$ cat config.mk
export PLATFORM = sky130hd
export DESIGN_NAME = cid_fsk_rx
export DESIGN_NICKNAME = d
export VERILOG_FILES = /design/src/rtl/cid_fsk_pkg.sv /design/src/rtl/cid_rst_sync.sv /design/src/rtl/cid_bit_framer.sv /design/src/rtl/cid_mark_run.sv /design/src/rtl/cid_fsk_rx.sv
export SDC_FILE = /design/constraint.sdc
export NUM_CORES = 1
export LEC_CHECK = 0
export BUFFER_PORTS_ARGS = -buffer_cell sky130_fd_sc_hd__buf_2
export CAP_MARGIN = 20
export CELL_PAD_IN_SITES_DETAIL_PLACEMENT = 1
export CELL_PAD_IN_SITES_GLOBAL_PLACEMENT = 1
export CORE_AREA = 2 2 87 89
export CTS_CLUSTER_SIZE = 16
export DETAILED_ROUTE_END_ITERATION = 10
export DIE_AREA = 0 0 89 91
export PLACE_DENSITY_LB_ADDON = 0.3
export SYNTH_ARGS = -nofsm -noshare
export SYNTH_HDL_FRONTEND = slang
export SYNTH_SLANG_ARGS = --single-unit
$ cat constraint.sdc
create_clock -name clk -period 1.9 [get_ports clk]
set_clock_uncertainty 0.1 [all_clocks]
set_input_delay 0.475 -clock clk [delete_from_list [all_inputs] [get_ports clk]]
set_output_delay 0.475 -clock clk [all_outputs]
set_load 0.05 [all_outputs]
$ cat src/rtl/cid_fsk_pkg.sv
package cid_fsk_pkg;
  typedef enum logic [1:0] {
    FR_IDLE  = 2'd0,
    FR_START = 2'd1,
    FR_DATA  = 2'd2,
    FR_STOP  = 2'd3
  } fr_state_e;
endpackage

$ cat src/rtl/cid_rst_sync.sv
module cid_rst_sync (
  input  logic clk,
  input  logic rst_n,
  output logic rst_n_sync
);
  logic [1:0] sync_q;

  always_ff @(posedge clk or negedge rst_n) begin
    if (!rst_n) sync_q <= 2'b00;
    else        sync_q <= {sync_q[0], 1'b1};
  end

  assign rst_n_sync = sync_q[1];
endmodule

$ cat src/rtl/cid_bit_framer.sv
module cid_bit_framer #(
  parameter int OVS   = 16,
  parameter int DBITS = 8
) (
  input  logic             clk,
  input  logic             rst_n,
  input  logic             en,
  input  logic             tick,
  input  logic             line,
  output logic             word_ok,
  output logic [DBITS-1:0] word
);
  import cid_fsk_pkg::*;
  localparam int CW   = $clog2(OVS);
  localparam int BW   = $clog2(DBITS + 1);
  localparam int HALF = OVS / 2;

  fr_state_e        st_q, st_d;
  logic [CW-1:0]    cnt_q, cnt_d;
  logic [BW-1:0]    idx_q, idx_d;
  logic [DBITS-1:0] sh_q, sh_d;
  logic             ok_q, ok_d;

  always_comb begin
    st_d  = st_q;
    cnt_d = cnt_q;
    idx_d = idx_q;
    sh_d  = sh_q;
    ok_d  = 1'b0;
    if (!en) begin
      st_d  = FR_IDLE;
      cnt_d = '0;
      idx_d = '0;
    end else if (tick) begin
      case (st_q)
        FR_IDLE: begin
          cnt_d = '0;
          if (!line) st_d = FR_START;
        end
        FR_START: begin
          if (cnt_q == CW'(HALF - 1)) begin
            cnt_d = '0;
            idx_d = '0;
            st_d  = line ? FR_IDLE : FR_DATA;
          end else begin
            cnt_d = cnt_q + 1'b1;
          end
        end
        FR_DATA: begin
          if (cnt_q == CW'(OVS - 1)) begin
            cnt_d = '0;
            sh_d  = {line, sh_q[DBITS-1:1]};
            idx_d = idx_q + 1'b1;
            if (idx_q == BW'(DBITS - 1)) st_d = FR_STOP;
          end else begin
            cnt_d = cnt_q + 1'b1;
          end
        end
        FR_STOP: begin
          if (cnt_q == CW'(OVS - 1)) begin
            cnt_d = '0;
            ok_d  = line;
            st_d  = FR_IDLE;
          end else begin
            cnt_d = cnt_q + 1'b1;
          end
        end
        default: st_d = FR_IDLE;
      endcase
    end
  end

  always_ff @(posedge clk or negedge rst_n) begin
    if (!rst_n) begin
      st_q  <= FR_IDLE;
      cnt_q <= '0;
      idx_q <= '0;
      sh_q  <= '0;
      ok_q  <= 1'b0;
    end else begin
      st_q  <= st_d;
      cnt_q <= cnt_d;
      idx_q <= idx_d;
      sh_q  <= sh_d;
      ok_q  <= ok_d;
    end
  end

  assign word_ok = ok_q;
  assign word    = sh_q;
endmodule

$ cat src/rtl/cid_mark_run.sv
module cid_mark_run #(
  parameter int OVS      = 16,
  parameter int BOM_BITS = 40
) (
  input  logic clk,
  input  logic rst_n,
  input  logic en,
  input  logic tick,
  input  logic line,
  output logic bom
);
  localparam int LIM = OVS * BOM_BITS;
  localparam int CW  = $clog2(LIM + 1);

  logic [CW-1:0] run_q, run_d;
  logic          bom_q, bom_d;

  always_comb begin
    run_d = run_q;
    bom_d = bom_q;
    if (!en) begin
      run_d = '0;
      bom_d = 1'b0;
    end else if (tick) begin
      if (!line) begin
        run_d = '0;
      end else if (run_q == CW'(LIM - 1)) begin
        bom_d = 1'b1;
      end else begin
        run_d = run_q + 1'b1;
      end
    end
  end

  always_ff @(posedge clk or negedge rst_n) begin
    if (!rst_n) begin
      run_q <= '0;
      bom_q <= 1'b0;
    end else begin
      run_q <= run_d;
      bom_q <= bom_d;
    end
  end

  assign bom = bom_q;
endmodule

$ cat src/rtl/cid_fsk_rx.sv
module cid_fsk_rx #(
  parameter int OVS      = 16,
  parameter int DBITS    = 8,
  parameter int BOM_BITS = 40
) (
  input  logic             clk,
  input  logic             rst_n,
  input  logic             os_tick,
  input  logic             rx_line,
  input  logic             rx_en,
  input  logic             bom_mask,
  input  logic             irq_ack,
  output logic [DBITS-1:0] rx_data,
  output logic             bom_flag,
  output logic             fsk_irq_flag,
  output logic             irq_n
);
  logic             rst_ni;
  logic             word_ok;
  logic [DBITS-1:0] word;
  logic             accept;
  logic [DBITS-1:0] data_q, data_d;
  logic             irq_q, irq_d;

  cid_rst_sync u_rst (.clk(clk), .rst_n(rst_n), .rst_n_sync(rst_ni));

  cid_bit_framer #(.OVS(OVS), .DBITS(DBITS)) u_framer (
    .clk(clk), .rst_n(rst_ni), .en(rx_en), .tick(os_tick), .line(rx_line),
    .word_ok(word_ok), .word(word)
  );

  cid_mark_run #(.OVS(OVS), .BOM_BITS(BOM_BITS)) u_bom (
    .clk(clk), .rst_n(rst_ni), .en(rx_en), .tick(os_tick), .line(rx_line),
    .bom(bom_flag)
  );

  assign accept = rx_en && word_ok && (!bom_mask || bom_flag);

  always_comb begin
    data_d = data_q;
    irq_d  = irq_q;
    if (!rx_en) begin
      irq_d = 1'b0;
    end else if (accept) begin
      data_d = word;
      irq_d  = 1'b1;
    end else if (irq_ack) begin
      irq_d = 1'b0;
    end
  end

  always_ff @(posedge clk or negedge rst_ni) begin
    if (!rst_ni) begin
      data_q <= '0;
      irq_q  <= 1'b0;
    end else begin
      data_q <= data_d;
      irq_q  <= irq_d;
    end
  end

  assign rx_data      = data_q;
  assign fsk_irq_flag = irq_q;
  assign irq_n        = ~irq_q;
endmodule

# --- After elaboration in Yosys (flattened, before gate mapping) ---
# Index checks and enable logic that the tools add are counted.
word_totals:
  in_bits: 7
  output_inout_bits: 11
  register_bits: 41
op_classes:
  add_sub_neg: 3
  n_mux: 34
  reduce_logical: 12
  eq_ne: 18
  bitwise: 1
ops:
  columns: ["cell", "n"]
  rows:
  - ["10-bit 2-to-1 mux", 4]
  - ["4-bit 2-to-1 mux", 8]
  - ["2-bit 2-to-1 mux", 8]
  - ["3-bit by 2-bit != test with 1-bit output, second input constant", 4]
  - ["4-bit case mux with 3 select lines", 1]
  - ["1-bit 2-to-1 mux", 11]
  - ["10-bit by 1-bit adder with 10-bit output, second input constant", 1]
  - ["10-bit == test, second input constant", 1]
  - ["4-bit by 1-bit adder with 4-bit output, second input constant", 2]
  - ["4-bit by 3-bit == test with 1-bit output, second input constant", 2]
  - ["2-bit case mux with 4 select lines", 1]
  - ["4-bit case mux with 2 select lines", 1]
  - ["4-bit AND reduction", 2]
  - ["3-bit by 1-bit != test with 1-bit output, second input constant", 2]
  - ["3-bit != test, second input constant", 2]
  - ["6-bit AND reduction", 1]
  - ["2-bit == test, second input constant", 2]
  - ["4-bit == test, second input constant", 1]
  - ["2-bit != test, second input constant", 2]
  - ["2-bit AND reduction", 2]
  - ["3-bit AND reduction", 1]
  - ["2-bit by 1-bit == test with 1-bit output, second input constant", 1]
  - ["1-bit logical AND", 2]
  - ["2-bit logical NOT", 1]
  - ["other kinds (5)", 5]

# --- Logic depth before layout (Yosys ltp) ---
# Gate-level depths: netlist of run 1.
depth:
  word_depth: 6
  ltp_mapped: 6
  mapped_depth_nobuf: 5

# --- Modules after synthesis ---
# Synthesis of run 1 repeated with hierarchy kept, for this count alone.
unflattened:
  hier_cells: 188
  hier_area_um2: 2047.0
modules_own_cells:
  columns: ["module", "area_each_um2", "cells_each", "seq_area_each_um2", "n_inst"]
  rows:
  - ["cid_bit_framer", 943.4, 89, 475.5, 1]
  - ["cid_mark_run", 649.4, 73, 275.3, 1]
  - ["cid_fsk_rx", 400.4, 23, 225.2, 1]
  - ["cid_rst_sync", 53.8, 3, 50.0, 1]

# --- Least setup slack after synthesis of run 1 ---
# OpenSTA, ideal clock, no wires.
synth_path:
  path_kind: "flip-flop to flip-flop"
  startpoint: "register u_framer.cnt_q[0]"
  endpoint: "register u_framer.sh_q[2] (netlist: u_framer.word[2])"
  stages_incl_launch_ff: 6
  t_arrival_ns: 1.391
  setup_slack_ns: 0.284
  n_path_buf: 1
  period_less_slack_ns: 1.616
  required_ns: 1.675
  cell_sequence: "dfrtp_1 -> ha_1 -> and3_1 -> and3_4 -> buf_8 -> mux2_4"
synth_via:
  elab_chain_len: 2
synth_lines:
  columns: ["item", "line", "rtl"]
  rows:
  - ["start, declared", "cid_bit_framer.sv:19", "logic [CW-1:0] cnt_q, cnt_d;"]
  - ["start signal, assigned", "cid_bit_framer.sv:82", "cnt_q <= cnt_d;"]
  - ["4-bit == test", "cid_bit_framer.sv:50", "if (cnt_q == CW'(OVS - 1)) begin"]
  - ["4-bit AND reduction (no source line)", null, null]
  - ["end signal, assigned", "cid_bit_framer.sv:78", "sh_q <= '0;"]
  - ["end signal, assigned", "cid_bit_framer.sv:84", "sh_q <= sh_d;"]
  - ["end, declared", "cid_bit_framer.sv:21", "logic [DBITS-1:0] sh_q, sh_d;"]
# Every way passes these cells.
# A chain may end at the register's enable or synchronous reset.

# --- Worst setup path after layout of run 1 ---
layout_path:
  startpoint: "register u_framer.cnt_q[1]"
  endpoint: "register u_framer.sh_q[1] (netlist: u_framer.word[1])"
# The elaborated chain is that of the path after synthesis.

==> results.md, run 1 <==
* Hold Path Class: flop to async pin
* M3 GR Usage at 3.09%
* Vias in the first global route at 1557
* Layout area overhead at 16.0%
* Power Dens Cells at 714 nW/um^2
* Leak at 1.10 nW
* Max Cap Viol at 0
* Fmax achieved at 0.565 GHz
* Final hold viol count at 0
* Max VDD drop at 0.000325 V
* Yosys reg bits at 41
* Cells after synthesis at 185
* Antenna violations before repair at 0
* Post-DP HPWL at 3210 um
* Remaining DRCs at 0
* Outcome: complete, no violations
* Pre-CTS setup slack at 140 ps
* CTS sink count at 41
* Slew @ Worst Pin at 506 ps
* DRT antenna net count at 0
* Clock tree buffer depth at 2
* Vias at 1513
* Tcrit/Tclk final at 93.2%
* H-tree depth at 2
* # fillers at 813
* Final min period at 1770 ps
* Main synth FF type: dfrtp_1
* Final Setup Violations at 0
* Synthesized Nets at 195
* Most common cell in the netlist: dfrtp_1
* CTS tree: built
* Root buf cell: clkbuf_8
* TNS Setup at 0 ps
* Max-slew headroom at 66.3%
* Via/cell ratio at 4.91
* Crit start category: flop
* Yosys warns at 0
* Async set-or-reset flop fraction in the synthesized netlist at 100%
* Clock Latency Late Sink at 290 ps
* Largest net degree at the start of global routing at 40
* Synth area leaders: dfrtp_1, mux2_2, mux2_4, nand2_1, o21ai_0
* Top Usage Layer GRT: met2
* Port buffer count at 17
* Die H at 91 um
* CP Capture Type: flop
* Number of synthesized flops with an enable pin at 0
* CP cell instances: ha_1, and3_1, and3_4, mux2_2
* Slew Limit Fails at 0
* Slowest stage cell, crit path: dfrtp_1
* Initial Util at 29.0%
* GR Util met2 at 18.5%
* Post-synth top cells: dfrtp_1, nand2_1, mux2_2
* Mapped cell area at 2070 sq um
* Routability Congestion at 0.752
* DRT Wirelength at 4500 um
* Cell variety after synth at 55
* Family with the most delay on the worst path: simple AND/OR/NAND/NOR gates
* # diodes at 0
* CP required at 1980 ps
* Met1 Use GR at 17.7%
* Yosys top cell by area: dfrtp_1
* Die area at 8100 sq um
* Pre-antenna DRT Iters at 4
* CP max FO at 12
* Global route overflow at 0
* Core Rows at 31
* Crit-path max cell delay at 390 ps
* Register area at 1030 sq um
* First-pass GRT wire length at 7800 um
* Final #Nets at 218
* Die width at 89 um
* DRT iter0 DRCs at 65
* Final worst setup slack at 129 ps
* Synth top area share at 49.6%
* GRT Util Overall at 12.4%
* CTS resizes at 0
* Register area share after synthesis at 49.6%
* Num CTS Buffers at 5
* Syn avg cell area at 11.2 sq um
* Core area at 7140 sq um
* IO Count at 18
* DR WL/cell at 14.6 um
* Data arrival, critical path at 1850 ps
* Clock transition at path regs at 80 ps
* Multi-input gate area at 947 sq um
* Ratio of cells with drive above 1 in the final layout at 28.7%
* RSZ-0062 raised after global routing: false
* WP buf/inv at 0
* WS Path Type: flop to flop
-- per-layer routing --
metal  part of all wire [%]  wire length (um)
met1                     50              2270
met2                     46              2080
met3                    2.7               122
met4                   0.62                28
met5                      0                 0
-- timing repair --
item / in CTS / in global routing
buffers inserted: 0 / 0
hold buffers: 1 / 0
hold endpoints to repair: 2 / 0
-- registers in the layout, summed over array words and instances, names as in the netlist --
| register | count |
|---|---|
| u_bom.run_q | 10 |
| fsk_irq_flag | 1 |
| rx_data | 8 |
| u_framer.st_q | 2 |
| u_framer.word | 8 |
| u_framer.cnt_q | 4 |
| u_bom.bom | 1 |
| u_rst.sync_q | 2 |
| u_framer.idx_q | 4 |
| u_framer.word_ok | 1 |
-- cell type report --
type / instances / share of cell area (%)
tap: 99 / 5.16
sequential: 41 / 42.8
multi-input combinational: 128 / 39.5
clock buffer: 6 / 3.44
clock inverter: 2 / 1.56
inverter: 5 / 0.782
timing repair buffer: 27 / 6.78
-- worst reg2reg max path: cells and delay by family, from the launching register on --
family | cells | cell delay, ps
flip-flops | 1 | 390
AND/OR/NAND/NOR | 2 | 570
adder cells (fa/ha/maj) | 1 | 230
multiplexers | 1 | 370
-- cell usage in the layout, fill, tap and decap left out, drive strengths merged, types with 3 or more instances in the layout --
cell	Yosys	routed
dfrtp	41	41
inv	5	5
a31oi	4	4
nor3	4	4
buf	7	26
o211ai	4	4
nor2	8	8
o21ai	10	10
o22ai	3	3
ha	3	3
clkbuf	4	6
a21boi	3	3
nand2b	5	5
and3	3	3
nand3	5	5
mux2	18	18
nand2	17	17
nor3b	4	4
a21oi	6	6
nor4	3	3
-- power breakdown --
group	leakage [nW]	internal (W)	total, W	switching (W)
combinational	0.476	0.0000313	0.0000912	0.0000600
clock	0.0574	0.000427	0.000740	0.000313
sequential	0.567	0.000878	0.000882	0.00000402
total	1.10	0.00134	0.00171	0.000377
-- worst paths after layout --
kind	cells after the start	to	from	slack [ps]
max	4	u_framer.word[1]	u_framer.cnt_q[1]	130
min	1	u_bom.run_q[2]	u_rst.sync_q[1]	210
max reg2reg	4	u_framer.word[1]	u_framer.cnt_q[1]	130
min reg2reg	1	u_bom.run_q[2]	u_rst.sync_q[1]	210
max in group asynchronous	1	rx_data[6]	u_rst.sync_q[1]	1130
min in group clk	0	u_rst.sync_q[1]	u_rst.sync_q[0]	260
-- stage by stage --
stage | total power (W) | util (%) | instance area, sq um | cells | hold WS, ps
2_1_floorplan | 0.000955 | - | 2070 | 185 | 79.4
3_3_place_gp | 0.000993 | 31.8 | 2270 | 299 | 161
3_5_place_dp | 0.000992 | 31.8 | 2270 | 299 | 162
4_1_cts | 0.00175 | 33.6 | 2400 | 308 | 239
5_1_grt | 0.00181 | 33.6 | 2400 | 308 | 232
6_report | 0.00171 | 33.6 | 2400 | 308 | 214
-- cells by family after synthesis --
logic type / share of synthesized area (%)
mux: 11.4
compound gates: 14.9
buf+inv: 4.54
xor+xnor: 0.424
other cells: 0.181
flops: 49.6
simple gates: 17.1
fa+ha+maj: 1.82
(Power assumes the default switching activity.)
==> run 2, diff against run 1 <==
--- a/config.mk
+++ b/config.mk
@@ -9,10 +9,10 @@
 export CAP_MARGIN = 20
 export CELL_PAD_IN_SITES_DETAIL_PLACEMENT = 1
 export CELL_PAD_IN_SITES_GLOBAL_PLACEMENT = 1
-export CORE_AREA = 2 2 87 89
+export CORE_AREA = 2 2 71 73
 export CTS_CLUSTER_SIZE = 16
 export DETAILED_ROUTE_END_ITERATION = 10
-export DIE_AREA = 0 0 89 91
+export DIE_AREA = 0 0 73 75
 export PLACE_DENSITY_LB_ADDON = 0.3
 export SYNTH_ARGS = -nofsm -noshare
 export SYNTH_HDL_FRONTEND = slang
==> run 2 against run 1 <==
  * Fmax increased by 0.15%
  * Sequential power about the same
  * Non-clock buffer count is 4 lower
  * Critical endpoint unchanged
  * Via count grew 1.6%
  * Clock-buffer cell count did not move
  * Clock power about the same
  * Wire length rose by 0.91%
==> results.md, run 2 (synthesis gave the netlist of run 1 again) <==
* Outcome: complete, no violations
* Final #Nets at 214
* Root buf cell: clkbuf_8
* Hold Path Class: flop to async pin
* Layout area overhead at 11.9%
* Register area at 1030 sq um
* Reg with most FFs: u_bom.run_q
* Fin cells at 259
* Global route overflow at 0
* CTS resizes at 0
* DR WL/cell at 17.5 um
* Largest net degree at the start of global routing at 40
* Pre-antenna DRT Iters at 4
* Max VDD drop at 0.000257 V
* Power Dens Cells at 740 nW/um^2
* Pwr Total at 0.00171 W
* Cells after DPL at 250
* First-pass GRT wire length at 7660 um
* Commonest non-fill, non-tap cell in the layout: dfrtp_1
* Slew Limit Fails at 0
* Via/cell ratio at 5.93
* Vias at 1537
* Num CTS Buffers at 5
* H-tree depth at 2
* DRT Wirelength at 4540 um
* RSZ-0062 raised after global routing: false
* Max Cap Viol at 0
* Commonest cells after routing, fill and taps aside: dfrtp_1, nand2_1, buf_2
* Final min period at 1770 ps
* CTS sink count at 41
* CP max FO at 12
* Leak at 1.08 nW
* Fmax achieved at 0.566 GHz
* WS Path Type: flop to flop
* Crit start category: flop
* Final hold viol count at 0
* Ratio of cells with drive above 1 in the final layout at 27.3%
* Worst hold margin at 218 ps
* Final Setup Violations at 0
* Initial Util at 44.3%
* Largest register FFs at 10
* Core area at 4660 sq um
* Remaining DRCs at 0
* # fillers at 516
* Multi-input gate area at 947 sq um
* CTS tree: built
* Vias in the first global route at 1585
* Clock Latency Late Sink at 300 ps
* GRT Util Overall at 18.5%
* Die area at 5480 sq um
* Clock transition at path regs at 80 ps
* DRT iter0 DRCs at 50
* IO Count at 18
* Antenna violations before repair at 0
* # diodes at 0
* DRT antenna net count at 0
* Post-DP HPWL at 3310 um
* Data arrival, critical path at 1850 ps
* Tcrit/Tclk final at 93.0%
* Core Rows at 25
* Routability Congestion at 0.835
* CP required at 1990 ps
* CP Capture Type: flop
* Placed Area at 2180 sq um
* Port buffer count at 17
* Die H at 75 um
* TNS Setup at 0 ps
* Clock tree buffer depth at 2
* Die width at 73 um
* Final Cell Area at 2310 sq um
==> run 2: area by class of cell <==
type	count	share of cell area, %
Multi-Input combinational cell	128	41.0
Inverter	5	0.812
Tap cell	54	2.92
Clock inverter	2	1.62
Clock buffer	6	3.57
Sequential cell	41	44.4
Timing Repair Buffer	23	5.74
==> run 2: where the power goes <==
part	total, W	switching [W]	internal [W]	leakage, nW
Clock	0.000742	0.000315	0.000427	0.0574
Sequential	0.000882	0.00000398	0.000878	0.567
Combinational	0.0000867	0.0000581	0.0000286	0.456
==> run 2: critical path: stages, from the launching register on <==
cell and delay, ps:
dfrtp_1 380, ha_1 240, and3_1 240, and3_4 330
mux2_2 360
==> run 2: final timing paths <==
kind,cells after the start,slack (ps),startpoint,end
worst max-delay path,4,130,u_framer.cnt_q[0],u_framer.word[1]
worst min-delay path,1,220,u_rst.sync_q[1],u_bom.run_q[4]
worst max register to register,4,130,u_framer.cnt_q[0],u_framer.word[1]
worst min register to register,1,220,u_rst.sync_q[1],u_bom.run_q[4]
max in group asynchronous,1,1140,u_rst.sync_q[1],u_bom.run_q[3]
min in group clk,2,250,irq_ack,fsk_irq_flag
==> run 2: what timing repair did <==
action	4_1_cts	5_1_grt
buffers inserted	0	0
endpoints found under the hold margin	2	0
hold buffers	1	0
==> run 2: per-stage QoR <==
step	util, %	setup slack [ps]
final	49.6	132
after global routing	49.6	29.2
after CTS	49.6	124
after detailed placement	46.8	135
after global placement	46.8	216
after floorplan	-	284
==> run 2: per-layer routing <==
metal | vias up | global-route usage, % | wire, um
li1 | 716 | - | -
met1 | 766 | 24.3 | 2000
met3 | 12 | 4.15 | 194
met4 | 0 | 6.17 | 93
met5 | - | 0 | 0
met2 | 43 | 30.4 | 2250
